**src/rtl/pxcfg_pkg.sv**
```systemverilog
package pxcfg_pkg;

    localparam int WORD_W = 56;

    // zero-based field positions (1-based position minus one)
    localparam int POS_PIX    = 0;
    localparam int PIX_W      = 4;
    localparam int POS_REFSEL = 7;
    localparam int POS_SEL    = 12;
    localparam int SEL_W      = 2;
    localparam int POS_AUX    = 15;
    localparam int POS_VCO    = 24;
    localparam int VCO_W      = 3;
    localparam int POS_PD_LO  = 28;
    localparam int POS_PD_HI  = 31;
    localparam int PD_W       = 3;
    localparam int POS_M      = 32;
    localparam int M_W        = 6;
    localparam int POS_POL    = 38;
    localparam int POS_DBL    = 39;
    localparam int POS_A      = 40;
    localparam int A_W        = 4;
    localparam int POS_DIS    = 45;
    localparam int POS_R      = 48;
    localparam int R_W        = 7;
    localparam int POS_EDGE   = 55;

    // modulus widths: (2^M_W)*7*2 and 2^R_W need these
    localparam int FB_W = M_W + 4;
    localparam int RM_W = R_W + 1;

    // defaults: divide-by-4 code, reference bypass on, fixed-one positions 7,10,28,45
    localparam logic [WORD_W-1:0] WORD_RST =
          (WORD_W'(1) << 0)
        | (WORD_W'(1) << 6)
        | (WORD_W'(1) << POS_REFSEL)
        | (WORD_W'(1) << 9)
        | (WORD_W'(1) << 27)
        | (WORD_W'(1) << 44);

    typedef struct packed {
        logic [PIX_W-1:0] pix_code;
        logic [SEL_W-1:0] post_sel;
        logic             aux_mode;
        logic             ref_sel;
        logic             aux_level;
        logic             en_pol;
        logic             pix_dis;
        logic [M_W-1:0]   m_val;
        logic             dbl;
        logic [A_W-1:0]   a_val;
        logic [R_W-1:0]   r_val;
        logic             ref_edge;
        logic [VCO_W-1:0] vco_gain;
        logic [PD_W-1:0]  pd_gain;
        logic [FB_W-1:0]  fb_mod;
        logic [RM_W-1:0]  ref_mod;
    } cfg_fields_t;

endpackage

```
**src/rtl/pxcfg_shift.sv**
```systemverilog
module pxcfg_shift #(
    parameter int W = 56
) (
    input  logic         clk_i,
    input  logic         rst_i,
    input  logic         sdata_i,
    output logic [W-1:0] next_o
);

    typedef struct packed {
        logic [W-1:0] sr;
    } state_t;

    state_t state_d, state_q;

    always_comb begin
        state_d    = state_q;
        state_d.sr = {sdata_i, state_q.sr[W-1:1]};
        if (rst_i) begin
            state_d.sr = '0;
        end
    end

    always_ff @(posedge clk_i) begin
        state_q <= state_d;
    end

    // value the staging register takes at this edge, offered for transfer
    assign next_o = {sdata_i, state_q.sr[W-1:1]};


    shift_in_chk: assert property (@(posedge clk_i) disable iff (rst_i)
        !$past(rst_i) |-> state_q.sr[W-1] == $past(sdata_i));


    shift_move_chk: assert property (@(posedge clk_i) disable iff (rst_i)
        !$past(rst_i) |-> state_q.sr[W-2:0] == $past(state_q.sr[W-1:1]));

endmodule

```
**src/rtl/pxcfg_active.sv**
```systemverilog
module pxcfg_active #(
    parameter int           W       = 56,
    parameter logic [W-1:0] RST_VAL = '0
) (
    input  logic         clk_i,
    input  logic         rst_i,
    input  logic         hold_i,
    input  logic [W-1:0] load_word_i,
    output logic [W-1:0] word_o
);

    typedef struct packed {
        logic [W-1:0] word;
    } state_t;

    state_t state_d, state_q;

    always_comb begin
        state_d = state_q;
        if (rst_i) begin
            state_d.word = RST_VAL;
        end else if (hold_i) begin
            state_d.word = load_word_i;
        end
    end

    always_ff @(posedge clk_i) begin
        state_q <= state_d;
    end

    assign word_o = state_q.word;


    hold_low_chk: assert property (@(posedge clk_i) disable iff (rst_i)
        !hold_i |=> $stable(state_q.word));


    hold_load_chk: assert property (@(posedge clk_i) disable iff (rst_i)
        hold_i |=> state_q.word == $past(load_word_i));


    rst_dflt_chk: assert property (@(posedge clk_i)
        $past(rst_i) |-> state_q.word == RST_VAL);

endmodule

```
**src/rtl/pxcfg_decode.sv**
```systemverilog
module pxcfg_decode
    import pxcfg_pkg::*;
(
    input  logic [WORD_W-1:0] word_i,
    output cfg_fields_t       fields_o
);

    logic [M_W-1:0]  m_val;
    logic [A_W-1:0]  a_val;
    logic [FB_W-1:0] m_plus;
    logic [FB_W-1:0] fb_base;
    logic            unused_bits;

    assign unused_bits = ^word_i;

    always_comb begin
        m_val  = word_i[POS_M +: M_W];
        a_val  = word_i[POS_A +: A_W];
        m_plus = FB_W'(m_val) + FB_W'(1);
        if (a_val == '0) begin
            fb_base = m_plus * FB_W'(7);
        end else begin
            fb_base = m_plus * FB_W'(6) + FB_W'(a_val);
        end

        fields_o.pix_code  = word_i[POS_PIX +: PIX_W];
        fields_o.post_sel  = word_i[POS_SEL +: SEL_W];
        fields_o.aux_mode  = &word_i[POS_SEL +: SEL_W];
        fields_o.ref_sel   = word_i[POS_REFSEL];
        fields_o.aux_level = word_i[POS_AUX];
        fields_o.en_pol    = word_i[POS_POL];
        fields_o.pix_dis   = word_i[POS_DIS];
        fields_o.m_val     = m_val;
        fields_o.dbl       = word_i[POS_DBL];
        fields_o.a_val     = a_val;
        fields_o.r_val     = word_i[POS_R +: R_W];
        fields_o.ref_edge  = word_i[POS_EDGE];
        fields_o.vco_gain  = word_i[POS_VCO +: VCO_W];
        fields_o.pd_gain   = {word_i[POS_PD_HI], word_i[POS_PD_LO +: 2]};
        fields_o.fb_mod    = word_i[POS_DBL] ? (fb_base << 1) : fb_base;
        fields_o.ref_mod   = RM_W'(word_i[POS_R +: R_W]) + RM_W'(1);
    end

endmodule

```
**src/rtl/pxcfg_serial_port.sv**
```systemverilog
module pxcfg_serial_port
    import pxcfg_pkg::*;
(
    input  logic             clk_i,
    input  logic             rst_i,
    input  logic             sdata_i,
    input  logic             hold_i,
    output logic [PIX_W-1:0] pix_code_o,
    output logic [SEL_W-1:0] post_sel_o,
    output logic             aux_mode_o,
    output logic             ref_sel_o,
    output logic             aux_level_o,
    output logic             en_pol_o,
    output logic             pix_dis_o,
    output logic [M_W-1:0]   m_val_o,
    output logic             dbl_o,
    output logic [A_W-1:0]   a_val_o,
    output logic [R_W-1:0]   r_val_o,
    output logic             ref_edge_o,
    output logic [VCO_W-1:0] vco_gain_o,
    output logic [PD_W-1:0]  pd_gain_o,
    output logic [FB_W-1:0]  fb_mod_o,
    output logic [RM_W-1:0]  ref_mod_o
);

    logic [WORD_W-1:0] stage_next;
    logic [WORD_W-1:0] active_word;
    cfg_fields_t       fields;

    pxcfg_shift #(.W(WORD_W)) shift_i (
        .clk_i   (clk_i),
        .rst_i   (rst_i),
        .sdata_i (sdata_i),
        .next_o  (stage_next)
    );

    pxcfg_active #(.W(WORD_W), .RST_VAL(WORD_RST)) active_i (
        .clk_i       (clk_i),
        .rst_i       (rst_i),
        .hold_i      (hold_i),
        .load_word_i (stage_next),
        .word_o      (active_word)
    );

    pxcfg_decode decode_i (
        .word_i   (active_word),
        .fields_o (fields)
    );

    assign pix_code_o  = fields.pix_code;
    assign post_sel_o  = fields.post_sel;
    assign aux_mode_o  = fields.aux_mode;
    assign ref_sel_o   = fields.ref_sel;
    assign aux_level_o = fields.aux_level;
    assign en_pol_o    = fields.en_pol;
    assign pix_dis_o   = fields.pix_dis;
    assign m_val_o     = fields.m_val;
    assign dbl_o       = fields.dbl;
    assign a_val_o     = fields.a_val;
    assign r_val_o     = fields.r_val;
    assign ref_edge_o  = fields.ref_edge;
    assign vco_gain_o  = fields.vco_gain;
    assign pd_gain_o   = fields.pd_gain;
    assign fb_mod_o    = fields.fb_mod;
    assign ref_mod_o   = fields.ref_mod;

endmodule

```
**config.mk**
```make
export PLATFORM = sky130hd
export DESIGN_NAME = pxcfg_serial_port
export DESIGN_NICKNAME = d
export VERILOG_FILES = /design/src/rtl/pxcfg_pkg.sv /design/src/rtl/pxcfg_shift.sv /design/src/rtl/pxcfg_active.sv /design/src/rtl/pxcfg_decode.sv /design/src/rtl/pxcfg_serial_port.sv
export SDC_FILE = /design/constraint.sdc
export NUM_CORES = 1
export LEC_CHECK = 0
export BUFFER_PORTS_ARGS = -buffer_cell sky130_fd_sc_hd__buf_2
export CAP_MARGIN = 25
export CORE_MARGIN = 3
export CORE_UTILIZATION = 55
export DETAILED_ROUTE_END_ITERATION = 10
export HOLD_SLACK_MARGIN = 0.02
export PLACE_DENSITY_LB_ADDON = 0.1
export SYNTH_ARGS = -nofsm -noshare
export SYNTH_HDL_FRONTEND = slang
export SYNTH_SLANG_ARGS = --single-unit
```
**constraint.sdc**
```tcl
create_clock -name clk_i -period 4.7 [get_ports clk_i]
set_clock_uncertainty 0.2 [all_clocks]
set_input_delay 0.94 -clock clk_i [delete_from_list [all_inputs] [get_ports clk_i]]
set_output_delay 0.94 -clock clk_i [all_outputs]
set_load 0.005 [all_outputs]
```
# After elaboration in Yosys (flattened, before gate mapping)
# Index checks and enable logic that the tools add are counted.
# word_totals
reg_bits	112
output_inout_bits	54
# classes
n_addsub	3
n_reduce_logical	2
mux	2
n_mul	2
# ops
op	count
10-bit 2-to-1 mux	2
10-bit by 4-bit adder with 10-bit output	1
10-bit by 2-bit multiplier with 9-bit output (second input constant)	1
10-bit by 3-bit multiplier with 10-bit output (second input constant)	1
7-bit by 1-bit adder with 8-bit output (second input constant)	1
6-bit by 1-bit adder with 7-bit output (second input constant)	1
4-bit zero test	1
2-bit AND reduction	1

# Depth between registers and ports, before layout
# Gate-level depths: netlist (run 1).
# logic_depth
word_depth	5
depth_mapped	16

# Hierarchy
# From an unflattened synthesis (run 1), not the netlist that was laid out.
# hier_totals
cells_unflattened	526
hier_area_um2	5366.4
# modules_own_cells
module	cells_each	area_each_um2	n_inst
pxcfg_active	181	2048.2	1
pxcfg_decode	228	1707.9	1
pxcfg_shift	117	1610.3	1

# Worst setup path before layout (run 1)
# Ideal clock, no wire load.
# synth_path
kind	register to output
from	register active_i.state_q (netlist bit active_i.word_o[33])
to	output port fb_mod_o[9]
path_buffers	1
setup_slack_ps	318
path_stages_with_launch	16
required_time_ps	3560
arrival_time_ps	3242
path_cell_list	dfxtp_1 > ha_1 > buf_4 > xor2_4 > xnor2_1 > ha_1 > ha_1 > a21o_1 > a21oi_1 > nor2b_1 > o21a_1 > o21ai_0 > nor2b_1 > a31o_2 > o32ai_1 > a41oi_1
# synth_between
elab_chain_len	5
# synth_lines
item	line	source
start, declared	pxcfg_active.sv:16	state_t state_d, state_q;
start signal, assigned	pxcfg_active.sv:28	state_q <= state_d;
6-bit by 1-bit adder with 7-bit output *	pxcfg_decode.sv:19	m_plus = FB_W'(m_val) + FB_W'(1);
10-bit by 2-bit multiplier with 9-bit output	pxcfg_decode.sv:23	fb_base = m_plus * FB_W'(6) + FB_W'(a_val);
10-bit by 4-bit adder with 10-bit output	pxcfg_decode.sv:23	
10-bit 2-to-1 mux *	pxcfg_decode.sv:20	if (a_val == '0) begin
10-bit 2-to-1 mux *	pxcfg_decode.sv:40	fields_o.fb_mod = word_i[POS_DBL] ? (fb_base << 1) : fb_base;
end, declared	pxcfg_serial_port.sv:22	output logic [FB_W-1:0] fb_mod_o,
# Every way passes the cells marked *; elsewhere a longest branch is shown, timed or not.

# Worst setup path after layout (run 1)
# layout_path
from	register active_i.state_q (netlist bit active_i.word_o[32])
to	output port fb_mod_o[9]
# Same word-level chain as after synthesis.

==> qor.yml, run 1 <==
run_status:
  outcome: "complete, no violations"
power_and_ir_drop:
  combPwrFrac_pct: 3.1
  switchingPower_mw: 0.294
  cellLeakagePower_nw: 2.35
  power-per-cell-area_nw_per_um2: 253
  switching_share_pct: 23.1
  p_int_mw: 0.979
  vdd_drop_max_uv: 252
  power_frac_seq_pct: 60.2
  p_clk_share_pct: 36.7
critical_path:
  worst-path-max-fanout: 6
  crit_path_end_kind: "output port"
  rrSetupSlack_ps: 3630
  critPathLaunchType: "flip-flop"
  critPathSlowestCell: "dfxtp_4"
  arrival_ps: 3480
  slowest_delay_ps: 380
  cp_cell_sequence: "ha_2 -> buf_6 -> xor2_4 -> xnor2_1 -> ha_1 -> ha_4 -> a21o_1 -> a21oi_2 -> nor2b_2 -> o21a_1 -> o21ai_2 -> nor2b_4 -> a31o_2 -> o32ai_2 -> a41oi_2 -> buf_2"
  cp_data_required_time_ps: 3560
  crit_type: "reg -> out"
logic_synthesis:
  synth_top_area_share_pct: 42.1
  yosysWarnings: 0
  synth_edf_count: 0
  ys_seq_area_share_pct: 42.1
  syn-cell-area_sq_um: 4280
  syn_area_per_cell_sq_um: 10.1
  synthCells: 424
  async_flop_share_pct: 0
  syn_nets: 450
  synth-seq-cells: 90
  synthTopCellsByArea: "dfxtp_1 42%, mux2i_1 9.6%, nor2b_1 8.9%"
  yosysUniqueCellTypes: 60
  dominantRegCellSynth: "dfxtp_1"
  synth_top_area_cell: "dfxtp_1"
placement:
  place.port_buffers: 57
  place.gp.congestion: 0.833
  place_inst: 569
  dp_hpwl_um: 5870
floorplanning:
  pin_count: 58
  die_height_um: 94.2
  die_area_sq_um: 8880
  core_sq_um: 7410
  die_w_um: 94.2
  rows: 31
  start_util_pct: 57.8
global_route:
  grt_max_degree: 64
  grt_antenna_before_repair: 0
  grt_pass1_wl_um: 13500
  grt_usage_pct: 19.2
  gr-total-overflow: 0
  grt_pass1_vias: 2859
drt:
  vias_per_cell: 5.18
  antenna_left: 0
  wl_per_cell_um: 14.2
  totalWireLength_um: 8370
  dr.first_iter.drc_count: 84
  drc_errors: 0
  num_vias: 3064
  dr.pass1.iters: 4
layout:
  drive_gt1_share_pct: 28.0
  area_growth_syn_to_layout_pct: 17.8
  diodes: 0
  fin_util_pct: 68.1
  fin_cells: 591
  fin_nets: 513
clock_tree:
  cts_buffer_depth: 2
  cts_tree: "yes"
  cts-root-buf: "clkbuf_8"
  clk_pin_slew_ps: 100
  cts_buffers: 9
  cts_sinks: 90
  clock_latency_ps: 350
  htree_levels: 3
timing:
  whs_ps: 244
  worstMarginPinSlew_ps: 554
  fmax_ghz: 0.217
  setup_viol: 0
  period_needed_ps: 4620
  slew_viol_final: 0
  finalHoldViolCount: 0
  period_share_pct: 98.2
  rsz0062_at_grt: "yes"
  slew_headroom_pct: 63.1
flow_run:
  drv_cap: 0
min_path:
  hold_class: "reg -> reg"
## cell type report
type                            instances  area [sq um]
Multi-Input combinational cell        299          2420
Fill cell                             624          2360
Inverter                               10          37.5
Clock inverter                          6          47.5
Tap cell                               99           124
Clock buffer                           10           128
Sequential cell                        90          1810
Timing Repair Buffer                   77           475
## power by group through the flow
stage                     logic (mW)  clock network (mW)  registers [mW]
after CTS                     0.0359               0.483           0.768
final                         0.0392               0.467           0.767
after floorplan               0.0271                   0           0.786
after detailed placement      0.0358                   0           0.786
after global placement        0.0352                   0           0.786
after global routing          0.0430               0.517           0.768
## cell usage in the layout, fill, tap and decap left out, types with 3 or more instances in the layout
cell type,instances
a21o_1,4
mux2i_1,41
o211ai_1,3
clkbuf_8,9
nor2b_1,59
nand2_1,16
a21oi_1,8
nand4_1,4
or2_2,5
ha_4,4
o21ai_0,8
xnor2_1,16
ha_1,15
xor2_1,9
inv_6,3
nand3_1,4
dfxtp_1,88
buf_4,16
xnor2_4,3
nor3_1,3
buf_2,57
inv_1,9
nor2_1,45
## what timing repair did
action	4_1_cts	5_1_grt
setup endpoints to repair	2	3
hold buffers	0	0
gates resized for setup	7	18
endpoints found under the hold margin	0	0
setup buffers	0	4
pin swaps	1	15
## critical path: cells and delay by family (launching register included)
kind	cells	cell delay, ps
compound gates	7	1160
fa+ha+maj	3	730
flops	1	380
xor+xnor	2	330
buf+inv	2	270
simple gates	2	260
## worst paths after layout
kind | endpoint | depth (start not counted) | from
setup reg to reg | active_i.word_o[37] | 2 | active_i.word_o[37]
setup / recovery | fb_mod_o[9] | 16 | active_i.word_o[32]
hold / removal | shift_i.state_q[30] | 1 | shift_i.state_q[31]
hold reg to reg | shift_i.state_q[30] | 1 | shift_i.state_q[31]
## metal layers
layer	track usage, %	routed length, um	part of all wire, %
met1	23.7	3600	43
met2	33.4	4350	52
met3	4.33	330	3.9
met4	5.29	91	1.1
met5	0	0	0
## metrics by stage
step	total power, mW	setup slack [ps]	instance area (sq um)	setup TNS, ps
floorplan	0.813	318	4280	0
global placement	0.821	329	4650	0
detailed placement	0.822	229	4650	0
CTS	1.29	1.04	4850	0
global route	1.33	-132	5040	-180
finish	1.27	83.0	5040	0
## Yosys cell counts (4+ instances only)
| library cell | count |
|---|---|
| inv_1 | 9 |
| or2_2 | 5 |
| xnor2_1 | 18 |
| o21ai_0 | 9 |
| clkbuf_8 | 4 |
| nor2b_1 | 61 |
| dfxtp_1 | 90 |
| ha_1 | 21 |
| nand3_1 | 4 |
| mux2i_1 | 41 |
| nor2_1 | 46 |
| clkbuf_1 | 14 |
| nand4_1 | 4 |
| xor2_1 | 9 |
| nand2_1 | 16 |
| a21oi_1 | 9 |
| a21o_1 | 4 |
## kinds of logic after synthesis
logic type,share of synthesized area [%]
simple gates,19.9
fa+ha+maj,6.61
buf+inv,4.33
mux,9.85
xor+xnor,8.86
flops,42.1
compound gates,8.33
## registers in the layout (all words and copies together), names as in the netlist
signal	flops
shift_i.state_q	55
active_i.word_o	35
Note: power is estimated with default switching activity, not from simulation.
==> inputs of run 2 (changes only) <==
==> constraint.sdc (replaced) <==
create_clock -name clk_i -period 4.7 [get_ports clk_i]
set_clock_uncertainty 0.2 [all_clocks]
set_input_delay 0.94 -clock clk_i [delete_from_list [all_inputs] [get_ports clk_i]]
set_output_delay 0.94 -clock clk_i [all_outputs]
set_load 0.1 [all_outputs]
==> qor.yml, run 2 (synthesis gave the netlist of run 1 again) <==
critical_path:
  slowest_delay_ps: 430  # was 380 ps
  r2r-start: "active_i.word_o[32]"  # was active_i.word_o[37]
  rr_worst_depth: 4  # was 2
  crit_path_end_kind: "output port"  # unchanged
  cp_cell_sequence: "ha_4 -> xor2_4 -> xnor2_2 -> ha_1 -> ha_1 -> a21o_1 -> a21oi_2 -> nor2b_2 -> o21a_1 -> o21ai_2 -> nor2b_4 -> a31o_4 -> o32ai_4 -> a41oi_4 -> buf_12"  # was ha_2 -> buf_6 -> xor2_4 -> xnor2_1 -> ha_1 -> ha_4 -> a21o_1 -> a21oi_2 -> nor2b_2 -> o21a_1 -> o21ai_2 -> nor2b_4 -> a31o_2 -> o32ai_2 -> a41oi_2 -> buf_2
  path_common_cell: "ha_1"
  critPathLaunchType: "flip-flop"  # unchanged
  cp_data_required_time_ps: 3560  # about the same
  worst-path-max-fanout: 6  # unchanged
  r2r_end: "active_i.word_o[32]"  # was active_i.word_o[37]
  rrSetupSlack_ps: 3510  # was 3630 ps
  crit_type: "reg -> out"  # unchanged
  crit_cells: 15  # was 16
  cp_num_buf_inv: 1  # was 2
  arrival_ps: 3510  # was 3480 ps
  critPathSlowestCell: "dfxtp_4"  # unchanged
  crit_family: "compound AO/OA/AOI/OAI gates"  # unchanged
clock_tree:
  cts-root-buf: "clkbuf_8"  # unchanged
  clk_pin_slew_ps: 110  # was 100 ps
  cts_buffers: 9  # unchanged
  cts_buffer_depth: 2  # unchanged
  clock_latency_ps: 360  # was 350 ps
  htree_levels: 3  # unchanged
  cts_hold_buf: 0  # unchanged
  cts_sinks: 90  # unchanged
  cts_tree: "yes"  # unchanged
timing:
  period_needed_ps: 4650  # was 4620 ps
  setup_tns_ps: 0  # unchanged
  slew_headroom_pct: 41.3  # was 63.1%
  rsz0062_at_grt: "yes"  # unchanged
  period_share_pct: 99.0  # was 98.2%
  finalHoldViolCount: 0  # unchanged
  setup_viol: 0  # unchanged
  slew_viol_final: 0  # unchanged
  worstMarginPinSlew_ps: 880  # was 554 ps
  fmax_ghz: 0.215  # was 0.217 GHz
drt:
  num_vias: 3051  # was 3064
  vias_per_cell: 5.09  # was 5.18
  dr.pass1.iters: 4  # unchanged
  totalWireLength_um: 8380  # was 8370 um
  dr.first_iter.drc_count: 81  # was 84
  antenna_left: 0  # unchanged
  wl_per_cell_um: 14.0  # was 14.2 um
  drc_errors: 0  # unchanged
placement:
  place.gp.congestion: 0.873  # was 0.833
  place.port_buffers: 57  # unchanged
  dp_hpwl_um: 5720  # was 5870 um
  place_inst: 567  # was 569
  dpl_cell_area_sq_um: 4810  # was 4650 sq um
layout:
  largest_register_ffs: 55  # unchanged
  fin_nets: 522  # was 513
  drive_gt1_share_pct: 32.5  # was 28.0%
  design_area_sq_um: 5320  # was 5040 sq um
  fin_cells: 600  # was 591
  final_cell_mix: "84 x dfxtp_1, 59 x nor2b_1, 53 x buf_2"  # was 88 x dfxtp_1, 59 x nor2b_1, 57 x buf_2
  multi_input_area_sq_um: 2560  # was 2420 sq um
  n_fill_cell: 549  # was 624
  fin_util_pct: 71.8  # was 68.1%
  final_common_cell: "dfxtp_1"  # unchanged
  regArea_sq_um: 1820  # was 1810 sq um
  diodes: 0  # unchanged
  area_growth_syn_to_layout_pct: 24.3  # was 17.8%
  regMostFlops: "shift_i.state_q"  # unchanged
global_route:
  grt_antenna_before_repair: 0  # unchanged
  grt_usage_pct: 19.6  # was 19.2%
  grt_max_degree: 54  # was 64
  grt_pass1_wl_um: 13900  # was 13500 um
  grt_pass1_vias: 2952  # was 2859
  gr-total-overflow: 0  # unchanged
power_and_ir_drop:
  p_int_mw: 0.989  # was 0.979 mW
  switching_share_pct: 26.3  # was 23.1%
  switchingPower_mw: 0.353  # was 0.294 mW
  cellLeakagePower_nw: 2.47  # was 2.35 nW
  p_clk_share_pct: 38.4  # was 36.7%
  power_frac_seq_pct: 57.1  # was 60.2%
  power-per-cell-area_nw_per_um2: 252  # was 253 nW/um^2
  power_mw: 1.34  # was 1.27 mW
  vdd_drop_max_uv: 349  # was 252 uV
  combPwrFrac_pct: 4.5  # was 3.1%
floorplanning:
  start_util_pct: 57.8  # unchanged
  die_w_um: 94.2  # unchanged
  core_sq_um: 7410  # unchanged
  die_area_sq_um: 8880  # unchanged
  die_height_um: 94.2  # unchanged
  pin_count: 58  # unchanged
  rows: 31  # unchanged
min_path:
  whs_endpoint: "shift_i.state_q[46]"  # was shift_i.state_q[30]
  hp-start: "shift_i.state_q[47]"  # was shift_i.state_q[31]
  min_path_cells: 1  # unchanged
  hold_class: "reg -> reg"  # unchanged
flow_run:
  drv_cap: 0  # unchanged
run_status:
  outcome: "complete, no violations"  # unchanged
run 2: cell count changes in the layout (fill, tap and decap cells not counted), sizes merged:
| cell | delta |
|---|---|
| inv | +1 |
| clkinv | +1 |
| buf | +9 |
| clkbuf | -1 |
| clkinvlp | -1 |
run 2: what timing repair did:
item,CTS,global route
buffers inserted,5,12
resized for setup,19,8
pin swaps,12,14
setup endpoints to repair,5,2
run 2: cell type report:
| class | instances | share of cell area, % |
|---|---|---|
| multi-input cells | 299 | 48.1 |
| flip-flops and latches | 90 | 34.2 |
| repair buffers | 86 | 10.9 |
| clock buffers | 9 | 2.33 |
| well taps | 99 | 2.33 |
| clock inverters | 7 | 1.43 |
| inverters | 10 | 0.706 |
run 2: per-layer routing:
metal  up-vias  wire [um]  global-route usage [%]
met5         -          0                       0
met4         0         80                    5.66
met3         6        232                    4.41
met2        37       4470                    35.2
met1      1445       3590                    23.3
li1       1563          -                       -
run 2: how the worst max path moves through the flow:
stage                             end                start
final                     fb_mod_o[9]  active_i.word_o[32]
after detailed placement  fb_mod_o[9]  active_i.word_o[33]
after global placement    fb_mod_o[9]  active_i.word_o[33]
after floorplan           fb_mod_o[9]  active_i.word_o[32]
after CTS                 fb_mod_o[9]  active_i.word_o[32]
after global routing      fb_mod_o[9]  active_i.word_o[32]
run 2: power by group through the flow:
stage | registers (mW) | logic [mW] | clock network, mW
final | 0.766 | 0.0607 | 0.515
after global routing | 0.767 | 0.0643 | 0.559
after CTS | 0.766 | 0.0599 | 0.531
after detailed placement | 0.785 | 0.0601 | 0
after global placement | 0.785 | 0.0598 | 0
after floorplan | 0.803 | 0.0332 | 0
run 2: through the flow:
stage / worst slack [ps] / hold WS [ps]
after floorplan: -258 / 214
after global placement: 245 / 218
after detailed placement: 172 / 225
after CTS: 14.9 / 249
after global routing: -70.0 / 260
final: 45.8 / 240
run 2: worst reg2reg max path: cells and delay by family, from the launching register on:
| family | cells | cell delay [ps] |
|---|---|---|
| buffers and inverters | 2 | 270 |
| muxes | 1 | 140 |
| and+or+nand+nor | 1 | 50 |
| DFF | 1 | 400 |
